<file path="src/rtl/spi_regport_pkg.sv">
package spi_regport_pkg;
  localparam int ADDR_W  = 5;
  localparam int BYTE_W  = 8;
  localparam int FRAME_W = 2 * BYTE_W;

  typedef enum logic [2:0] {
    ST_IDLE,
    ST_LEAD,
    ST_HIGH,
    ST_LOW,
    ST_GUARD
  } xfer_state_t;

  // register number in 7:3, write flag in bit 1
  function automatic logic [BYTE_W-1:0] make_cmd(input logic [ADDR_W-1:0] addr,
                                                 input logic wr);
    return {addr, 1'b0, wr, 1'b0};
  endfunction

  function automatic int span_width(input int a, input int b, input int c);
    int m;
    m = (a > b) ? a : b;
    m = (m > c) ? m : c;
    return (m < 2) ? 1 : $clog2(m);
  endfunction
endpackage

</file>
<file path="src/rtl/spi_regport_tick.sv">
module spi_regport_tick #(
  parameter int W = 4
) (
  input  logic         clk,
  input  logic         rst,
  input  logic         load,
  input  logic [W-1:0] load_val,
  output logic         expired
);
  logic [W-1:0] cnt;

  always_ff @(posedge clk) begin
    if (rst)
      cnt <= '0;
    else if (load)
      cnt <= load_val;
    else if (cnt != '0)
      cnt <= cnt - 1'b1;
  end

  assign expired = (cnt == '0);
endmodule

</file>
<file path="src/rtl/spi_regport_shreg.sv">
module spi_regport_shreg #(
  parameter int W = 16
) (
  input  logic         clk,
  input  logic         rst,
  input  logic         load,
  input  logic [W-1:0] load_word,
  input  logic         adv,
  input  logic         sample,
  input  logic         miso,
  output logic         next_bit,
  output logic [W-1:0] rx_word
);
  logic [W-1:0] tx_q;
  logic [W-1:0] rx_q;

  always_ff @(posedge clk) begin
    if (rst) begin
      tx_q <= '0;
      rx_q <= '0;
    end else begin
      if (load)
        tx_q <= load_word;
      else if (adv)
        tx_q <= {tx_q[W-2:0], 1'b0};
      if (load)
        rx_q <= '0;
      else if (sample)
        rx_q <= {rx_q[W-2:0], miso};
    end
  end

  assign next_bit = tx_q[W-2];
  assign rx_word  = rx_q;
endmodule

</file>
<file path="src/rtl/spi_regport_master.sv">
module spi_regport_master
  import spi_regport_pkg::*;
#(
  parameter int DIV_CYC   = 2,
  parameter int LEAD_CYC  = 2,
  parameter int GUARD_CYC = 10
) (
  input  logic              clk,
  input  logic              rst,
  input  logic              req_valid,
  input  logic              req_write,
  input  logic [ADDR_W-1:0] req_addr,
  input  logic [BYTE_W-1:0] req_wdata,
  output logic              busy,
  output logic              done,
  output logic [BYTE_W-1:0] rsp_status,
  output logic [BYTE_W-1:0] rsp_rdata,
  output logic              spi_cs_n,
  output logic              spi_sclk,
  output logic              spi_mosi,
  input  logic              spi_miso
);
  localparam int TW = span_width(DIV_CYC, LEAD_CYC, GUARD_CYC);
  localparam int BW = $clog2(FRAME_W);
  localparam logic [TW-1:0] LEAD_LD  = TW'(LEAD_CYC - 1);
  localparam logic [TW-1:0] DIV_LD   = TW'(DIV_CYC - 1);
  localparam logic [TW-1:0] GUARD_LD = TW'(GUARD_CYC - 1);
  localparam logic [BW-1:0] LAST_BIT = BW'(FRAME_W - 1);

  xfer_state_t state;
  logic [BW-1:0] bit_idx;
  logic          tmr_exp;
  logic          tmr_load;
  logic [TW-1:0] tmr_val;
  logic          sh_next;
  logic [FRAME_W-1:0] rx_word;
  logic [FRAME_W-1:0] tx_word;

  logic accept, lead_end, hi_end, lo_end, guard_end, last_bit;

  always_comb begin
    accept    = (state == ST_IDLE) && req_valid;
    lead_end  = (state == ST_LEAD) && tmr_exp;
    hi_end    = (state == ST_HIGH) && tmr_exp;
    lo_end    = (state == ST_LOW) && tmr_exp;
    guard_end = (state == ST_GUARD) && tmr_exp;
    last_bit  = (bit_idx == LAST_BIT);
    tmr_load  = accept | lead_end | hi_end | lo_end;
    if (accept)
      tmr_val = LEAD_LD;
    else if (hi_end && last_bit)
      tmr_val = GUARD_LD;
    else
      tmr_val = DIV_LD;
    tx_word = {make_cmd(req_addr, req_write),
               req_write ? req_wdata : {BYTE_W{1'b0}}};
  end

  spi_regport_tick #(.W(TW)) u_tick (
    .clk      (clk),
    .rst      (rst),
    .load     (tmr_load),
    .load_val (tmr_val),
    .expired  (tmr_exp)
  );

  spi_regport_shreg #(.W(FRAME_W)) u_shreg (
    .clk       (clk),
    .rst       (rst),
    .load      (accept),
    .load_word (tx_word),
    .adv       (hi_end && !last_bit),
    .sample    (lead_end | lo_end),
    .miso      (spi_miso),
    .next_bit  (sh_next),
    .rx_word   (rx_word)
  );

  always_ff @(posedge clk) begin
    if (rst) begin
      state      <= ST_IDLE;
      bit_idx    <= '0;
      busy       <= 1'b0;
      done       <= 1'b0;
      rsp_status <= '0;
      rsp_rdata  <= '0;
      spi_cs_n   <= 1'b1;
      spi_sclk   <= 1'b0;
      spi_mosi   <= 1'b0;
    end else begin
      done <= 1'b0;
      unique case (state)
        ST_IDLE: begin
          if (req_valid) begin
            state    <= ST_LEAD;
            busy     <= 1'b1;
            spi_cs_n <= 1'b0;
            spi_mosi <= tx_word[FRAME_W-1];
            bit_idx  <= '0;
          end
        end
        ST_LEAD: begin
          if (tmr_exp) begin
            state    <= ST_HIGH;
            spi_sclk <= 1'b1;
          end
        end
        ST_HIGH: begin
          if (tmr_exp) begin
            spi_sclk <= 1'b0;
            if (last_bit) begin
              state    <= ST_GUARD;
              spi_cs_n <= 1'b1;
              spi_mosi <= 1'b0;
            end else begin
              state    <= ST_LOW;
              spi_mosi <= sh_next;
              bit_idx  <= bit_idx + 1'b1;
            end
          end
        end
        ST_LOW: begin
          if (tmr_exp) begin
            state    <= ST_HIGH;
            spi_sclk <= 1'b1;
          end
        end
        ST_GUARD: begin
          if (guard_end) begin
            state      <= ST_IDLE;
            busy       <= 1'b0;
            done       <= 1'b1;
            rsp_status <= rx_word[FRAME_W-1:BYTE_W];
            rsp_rdata  <= rx_word[BYTE_W-1:0];
          end
        end
        default: state <= ST_IDLE;
      endcase
    end
  end
endmodule

</file>
<file path="config.mk">
export PLATFORM = sky130hd
export DESIGN_NAME = spi_regport_master
export DESIGN_NICKNAME = d
export VERILOG_FILES = /design/src/rtl/spi_regport_pkg.sv /design/src/rtl/spi_regport_tick.sv /design/src/rtl/spi_regport_shreg.sv /design/src/rtl/spi_regport_master.sv
export SDC_FILE = /design/constraint.sdc
export NUM_CORES = 1
export LEC_CHECK = 0
export ABC_CLOCK_PERIOD_IN_PS = 1900
export BUFFER_PORTS_ARGS = -buffer_cell sky130_fd_sc_hd__clkbuf_2
export CORE_ASPECT_RATIO = 0.75
export CORE_UTILIZATION = 40
export CTS_CLUSTER_DIAMETER = 150
export DETAILED_ROUTE_END_ITERATION = 12
export GPL_ROUTABILITY_DRIVEN = 0
export PLACE_DENSITY_LB_ADDON = 0.08
export REMOVE_ABC_BUFFERS = 1
export SLEW_MARGIN = 20
export SYNTH_ARGS = -nofsm -noshare
export SYNTH_HDL_FRONTEND = slang
export SYNTH_SLANG_ARGS = --single-unit
</file>
<file path="constraint.sdc">
create_clock -name clk -period 1.9 [get_ports clk]
set_input_delay 0.38 -clock clk [delete_from_list [all_inputs] [get_ports clk]]
set_output_delay 0.38 -clock clk [all_outputs]
set_load 0.005 [all_outputs]
</file>
**Yosys cells after proc, flatten, opt, wreduce, memory -nomap -nowiden**

Index checks and enable logic that the tools add are counted.

- Add/sub/neg operators: 2
- Equality and inequality tests: 11
- Mux-type cells: 32
- Bitwise gates (word level): 5
- Reductions and logical operators: 26

Operators by type and width:

| cell | number |
|---|---|
| 15-bit 2-to-1 mux | 2 |
| 4-bit 2-to-1 mux | 7 |
| 3-bit 2-to-1 mux | 5 |
| 3-bit case mux with 4 select lines | 1 |
| 4-bit AND reduction | 3 |
| 1-bit 2-to-1 mux | 11 |
| 2-bit inequality test, second input constant | 5 |
| 2-bit nonzero test | 5 |
| 3-bit AND reduction | 3 |
| 8-bit 2-to-1 mux | 1 |
| 1-bit case mux with 2 select lines | 4 |
| 4-bit case mux with 2 select lines | 1 |
| 1-bit logical AND | 7 |
| 3-bit by 2-bit equality test with 1-bit output, second input constant | 2 |
| 2-bit OR reduction | 3 |
| 4-bit by 1-bit adder with 4-bit output, second input constant | 1 |
| 4-bit equality test, second input constant | 1 |
| 4-bit logical NOT | 1 |
| 1-bit OR | 4 |
| 4-bit nonzero test | 1 |
| 4-bit by 1-bit subtractor with 4-bit output, second input constant | 1 |
| 3-bit by 1-bit equality test with 1-bit output, second input constant | 1 |
| 3-bit equality test, second input constant | 1 |
| 3-bit logical NOT | 1 |
| 4 further kinds | 4 |

- Register bits: 63
- Input port bits: 18
- Output and inout port bits: 21
- Word-level logic and storage cells: 89

**Longest topological paths before layout**

- Depth after elaboration: 6
- Gate-level depth with buffers: 9

**Modules after synthesis**

From an unflattened synthesis, not the netlist that was laid out.

- Cell total of the unflattened synthesis: 291
- Area, all modules: 2740.1 um^2

Modules (own cells, without submodules):

| module | instances | cells each | area each (um^2) | seq. area each (um^2) |
|---|---|---|---|---|
| spi_regport_shreg | 1 | 119 | 1316.3 | 620.6 |
| spi_regport_master | 1 | 148 | 1194.9 | 560.5 |
| spi_regport_tick | 1 | 24 | 229.0 | 80.1 |

**Least setup slack after synthesis**

No wires, ideal clock.

- Kind: flip-flop to flip-flop
- From: register u_tick.cnt[0]
- To: register busy
- Setup time: 128 ps
- Data arrival time: 1803 ps
- Setup slack: -30 ps
- Cell stages (with the launch flop): 10
- Path buffers: 3
- Clock period less this slack: 1930 ps
- Cell sequence: dfxtp_1 inv_1 ha_1 or3b_1 buf_2 or3_1 buf_2 buf_6 a21oi_2 nor2_1

- Word-level cells in the longest chain between the ends: 4

Ends and longest elaborated chain:

| what | RTL line | RTL |
|---|---|---|
| from (decl) | spi_regport_tick.sv:10 | `logic [W-1:0] cnt;` |
| from (signal assigned) | spi_regport_tick.sv:16 | `cnt <= load_val;` |
| from (signal assigned) | spi_regport_tick.sv:18 | `cnt <= cnt - 1'b1;` |
| 4-bit logical NOT | spi_regport_tick.sv:21 | `assign expired = (cnt == '0);` |
| 1-bit logical AND | spi_regport_master.sv:46 | `guard_end = (state == ST_GUARD) && tmr_exp;` |
| 2-bit inequality test (no line) | n/a |  |
| 3-bit AND reduction (no line) | n/a |  |
| to (signal assigned) | spi_regport_master.sv:83 | `busy <= 1'b0;` |
| to (signal assigned) | spi_regport_master.sv:96 | `busy <= 1'b1;` |
| to (signal assigned) | spi_regport_master.sv:131 | `busy <= 1'b0;` |
| to (decl) | spi_regport_master.sv:14 | `output logic busy,` |

No other way between the ends.
A chain may end at the register's enable or synchronous reset.

**Final worst setup path**

- From: register u_tick.cnt[1]
- To: register bit_idx[1]

- Word-level cells in the longest chain between the ends: 3

Ends and longest elaborated chain:

| what | RTL line | RTL |
|---|---|---|
| 4-bit logical NOT | spi_regport_tick.sv:21 |  |
| 2-bit inequality test (no line) | n/a |  |
| 4-bit AND reduction (no line) | n/a |  |
| to (signal assigned) | spi_regport_master.sv:118 | `bit_idx <= bit_idx + 1'b1;` |
| to (decl) | spi_regport_master.sv:31 | `logic [BW-1:0] bit_idx;` |

No other way between the ends.

==> impl_metrics.sql <==
INSERT INTO impl_metrics (metric_group, metric, value, unit) VALUES
('outcome', 'run_status', 'finished clean', ''),
('detailed_routing', 'total_number_of_vias', '2219', ''),
('detailed_routing', 'routedWlPerCell', '13.1', 'um'),
('setup_path', 'max_stage_delay', '480', 'ps'),
('pwr', 'power.share.combinational', '25.6', '%'),
('cells_and_area', 'seq_area', '0.00126', 'mm^2'),
('timing', 'period_minus_slack', '1840', 'ps'),
('floorplan', 'design.core.area', '0.00601', 'mm^2'),
('synth', 'synth_enable_flop_cells', '0', ''),
('global_routing', 'via_count_of_the_first_global_routing_pass', '2164', ''),
('global_routing', 'maximum_number_of_pins_on_one_net_before_global_route_repair', '23', ''),
('pwr', 'power.net_switching', '0.00111', 'W'),
('timing', 'period_share', '97.0', '%'),
('setup_path', 'timing.critical_path.slowest_stage_cell', 'sky130_fd_sc_hd__or3_1', ''),
('cells_and_area', 'antennaDiodeCount', '0', ''),
('setup_path', 'worst_path_dominant_cell_family', 'simple AND/OR/NAND/NOR gates', ''),
('detailed_routing', 'dr_vias_cell', '5.09', ''),
('timing', 'finalClockSkew', '8.64', 'ps'),
('synth', 'ys_top_cells_by_count', '71 x sky130_fd_sc_hd__nand2_1, 63 x sky130_fd_sc_hd__dfxtp_1, 53 x sky130_fd_sc_hd__a21oi_1', ''),
('flow_run', 'max_cap_viol_count', '0', ''),
('hold_path', 'min_from', 'req_wdata[0]', ''),
('synth', 'yosysWarningCount', '0', ''),
('setup_path', 'crit-reg2reg-capture', 'bit_idx[1]', ''),
('placed_design', 'place.port_buffers', '38', ''),
('synth', 'post_synthesis_register_bit_count', '63', ''),
('hold_path', 'min_path_cells', '3', ''),
('timing', 'setup_violating_endpoint_count_in_the_final_report', '0', ''),
('detailed_routing', 'detailedRoute.firstIterationViolations', '99', ''),
('floorplan', 'start_util', '43.0', '%'),
('pwr', 'power_density', '1170', 'mW/mm^2'),
('pwr', 'power.total', '0.00372', 'W'),
('pwr', 'seqPwrFrac', '41.1', '%'),
('synth', 'synth-main-ff-cell', 'sky130_fd_sc_hd__dfxtp_1', ''),
('cells_and_area', 'multi_input_logic_area', '0.00123', 'mm^2'),
('timing', 'setup_tns', '0', 'ps'),
('floorplan', 'chipWidth', '94.8', 'um'),
('cts', 'insertion_delay', '340', 'ps'),
('pwr', 'vdd.ir_drop.worst', '0.475', 'mV'),
('detailed_routing', 'post-route-drc-count', '0', ''),
('detailed_routing', 'wl', '5720', 'um'),
('synth', 'yosys-top-cells-area', 'sky130_fd_sc_hd__dfxtp_1 49%, sky130_fd_sc_hd__nand2_1 10%, sky130_fd_sc_hd__a21oi_1 10%, sky130_fd_sc_hd__a211oi_1 3.8%, sky130_fd_sc_hd__mux2i_1 2.7%', ''),
('placed_design', 'hpwl', '3930', 'um'),
('timing', 'finalHoldViolations', '0', ''),
('setup_path', 'critical_path.reg2reg.startpoint', 'u_tick.cnt[1]', ''),
('synth', 'synth.avg_cell_area', '8.41', 'um^2'),
('timing', 'worst_slew_margin_rel', '63.8', '%'),
('setup_path', 'critical_path_arrival', '2120', 'ps'),
('floorplan', 'num_io_pins', '39', ''),
('cts', 'cts_made_buffers', '9', ''),
('global_routing', 'grt_pass1_wl', '9890', 'um'),
('synth', 'netlist.top_cell.by_area', 'sky130_fd_sc_hd__dfxtp_1', ''),
('hold_path', 'hold-path-endpoint', 'u_shreg.tx_q[0]', ''),
('cts', 'tritoncts', 'built', ''),
('synth', 'ys_types', '42', ''),
('global_routing', 'globalRouteOverflowTotal', '0', ''),
('cells_and_area', 'fraction_of_final_layout_cells_with_drive_strength_greater_than_1', '22.6', '%'),
('pwr', 'power.clock.fraction', '33.3', '%'),
('cts', 'cts_htree_levels', '3', ''),
('cts', 'tritoncts_num_sinks', '63', ''),
('cells_and_area', 'finish.utilization', '52.9', '%'),
('cts', 'clk_transition_reported_paths', '70', 'ps'),
('cells_and_area', 'design.final.nets', '373', ''),
('setup_path', 'timing.critical_path.to_type', 'flip-flop', ''),
('floorplan', 'fp-row-count', '24', ''),
('floorplan', 'fp.dieArea', '0.00678', 'mm^2'),
('cells_and_area', 'layout.filler_cells', '608', ''),
('setup_path', 'timing.reg2reg.setup_slack', '60', 'ps'),
('setup_path', 'critical_path.startpoint_type', 'flip-flop', ''),
('synth', 'synth.yosys.seq_area_share', '48.9', '%'),
('hold_path', 'path_category_of_the_worst_min_delay_check', 'input port to flip-flop', ''),
('setup_path', 'timing.setup.critical_path_class', 'flip-flop to flip-flop', '');
kinds of logic after synthesis:
group	share of synthesized area [%]
DFF	48.9
xor gates and xnor gates	0.339
AOI/OAI and AO/OA	20.8
buffers and inverters	5.14
and+or+nand+nor	20.7
muxes	3.15
adders and majority gates	0.969
power groups by stage:
stage | Clock [W] | Combinational (W) | Sequential, W
after detailed placement | 0 | 0.000908 | 0.00155
after global routing | 0.00133 | 0.00107 | 0.00154
final | 0.00124 | 0.000953 | 0.00153
after global placement | 0 | 0.000902 | 0.00155
after CTS | 0.00127 | 0.000915 | 0.00152
after floorplan | 0 | 0.000547 | 0.00154
routing by layer:
layer  track usage (%)  up-vias  part of all wire, %
met5                 0        -                    0
met4              4.88        0                 0.93
met3              7.43        6                  3.9
met2              28.4       34                   41
met1              24.9     1014                   54
li1                  -     1165                    -
timing repair:
| action | in CTS | in global routing |
|---|---|---|
| setup endpoints to repair | 0 | 22 |
| hold buffers | 0 | 0 |
| gates resized for setup | 0 | 5 |
| setup buffers | 0 | 0 |
state kept, by name, summed over array words and instances, names as in the netlist:
name,flops
u_shreg.rx_word,16
rsp_rdata,8
rsp_status,8
spi_mosi,1
busy,1
spi_cs_n,1
u_tick.cnt,4
u_shreg.tx_q,15
state,3
done,1
bit_idx,4
spi_sclk,1
through the flow:
step / setup WS, ps / hold WS, ps / cell area, um^2 / instances
2_1_floorplan: -331 / 426 / 2460 / 283
3_3_place_gp: 123 / 444 / 2940 / 420
3_5_place_dp: 79.9 / 447 / 2940 / 420
4_1_cts: 49.2 / 266 / 3150 / 436
5_1_grt: -5.92 / 268 / 3180 / 436
6_report: 57.1 / 279 / 3180 / 436
cell usage in the layout (no fill, tap or decap), types with 2 or more instances in the layout:
| cell type | instances |
|---|---|
| sky130_fd_sc_hd__mux2i_1 | 7 |
| sky130_fd_sc_hd__nor2_1 | 9 |
| sky130_fd_sc_hd__nand2_1 | 71 |
| sky130_fd_sc_hd__bufinv_16 | 2 |
| sky130_fd_sc_hd__nand3_1 | 3 |
| sky130_fd_sc_hd__buf_12 | 2 |
| sky130_fd_sc_hd__inv_1 | 4 |
| sky130_fd_sc_hd__clkbuf_1 | 3 |
| sky130_fd_sc_hd__clkbuf_2 | 38 |
| sky130_fd_sc_hd__clkinv_2 | 2 |
| sky130_fd_sc_hd__buf_4 | 19 |
| sky130_fd_sc_hd__or4_1 | 2 |
| sky130_fd_sc_hd__nor2b_1 | 8 |
| sky130_fd_sc_hd__a31oi_1 | 7 |
| sky130_fd_sc_hd__a31o_1 | 2 |
| sky130_fd_sc_hd__o21ai_0 | 4 |
| sky130_fd_sc_hd__a21oi_1 | 53 |
| sky130_fd_sc_hd__o31ai_1 | 2 |
| sky130_fd_sc_hd__nor3_1 | 6 |
| sky130_fd_sc_hd__or3_1 | 2 |
| sky130_fd_sc_hd__clkbuf_8 | 9 |
| sky130_fd_sc_hd__dfxtp_1 | 63 |
| sky130_fd_sc_hd__a211oi_1 | 13 |
| sky130_fd_sc_hd__ha_1 | 2 |
| sky130_fd_sc_hd__nand2b_1 | 2 |
how the worst max path moves through the flow:
stage / depth (start not counted) / end / startpoint / slack (ps)
6_report: 6 / bit_idx[1] / u_tick.cnt[1] / 60
5_1_grt: 6 / bit_idx[1] / u_tick.cnt[1] / -6
4_1_cts: 6 / bit_idx[1] / u_tick.cnt[1] / 50
3_5_place_dp: 7 / busy / u_tick.cnt[1] / 80
3_3_place_gp: 7 / busy / u_tick.cnt[1] / 120
2_1_floorplan: 3 / u_shreg.tx_q[1] / state[2] / -330
tightest hold or removal path, stage by stage:
cell,delay (ps)
sky130_fd_sc_hd__clkbuf_2,80
sky130_fd_sc_hd__nand3_1,50
sky130_fd_sc_hd__a21oi_1,60
cell type report:
cell class | instances | area share [%]
tap | 78 | 3.07
sequential | 63 | 39.7
multi-input combinational | 216 | 38.6
timing repair buffer | 59 | 11.7
clock inverter | 4 | 2.20
inverter | 4 | 0.472
clock buffer | 12 | 4.25
Power figures use the tool's default switching activity.
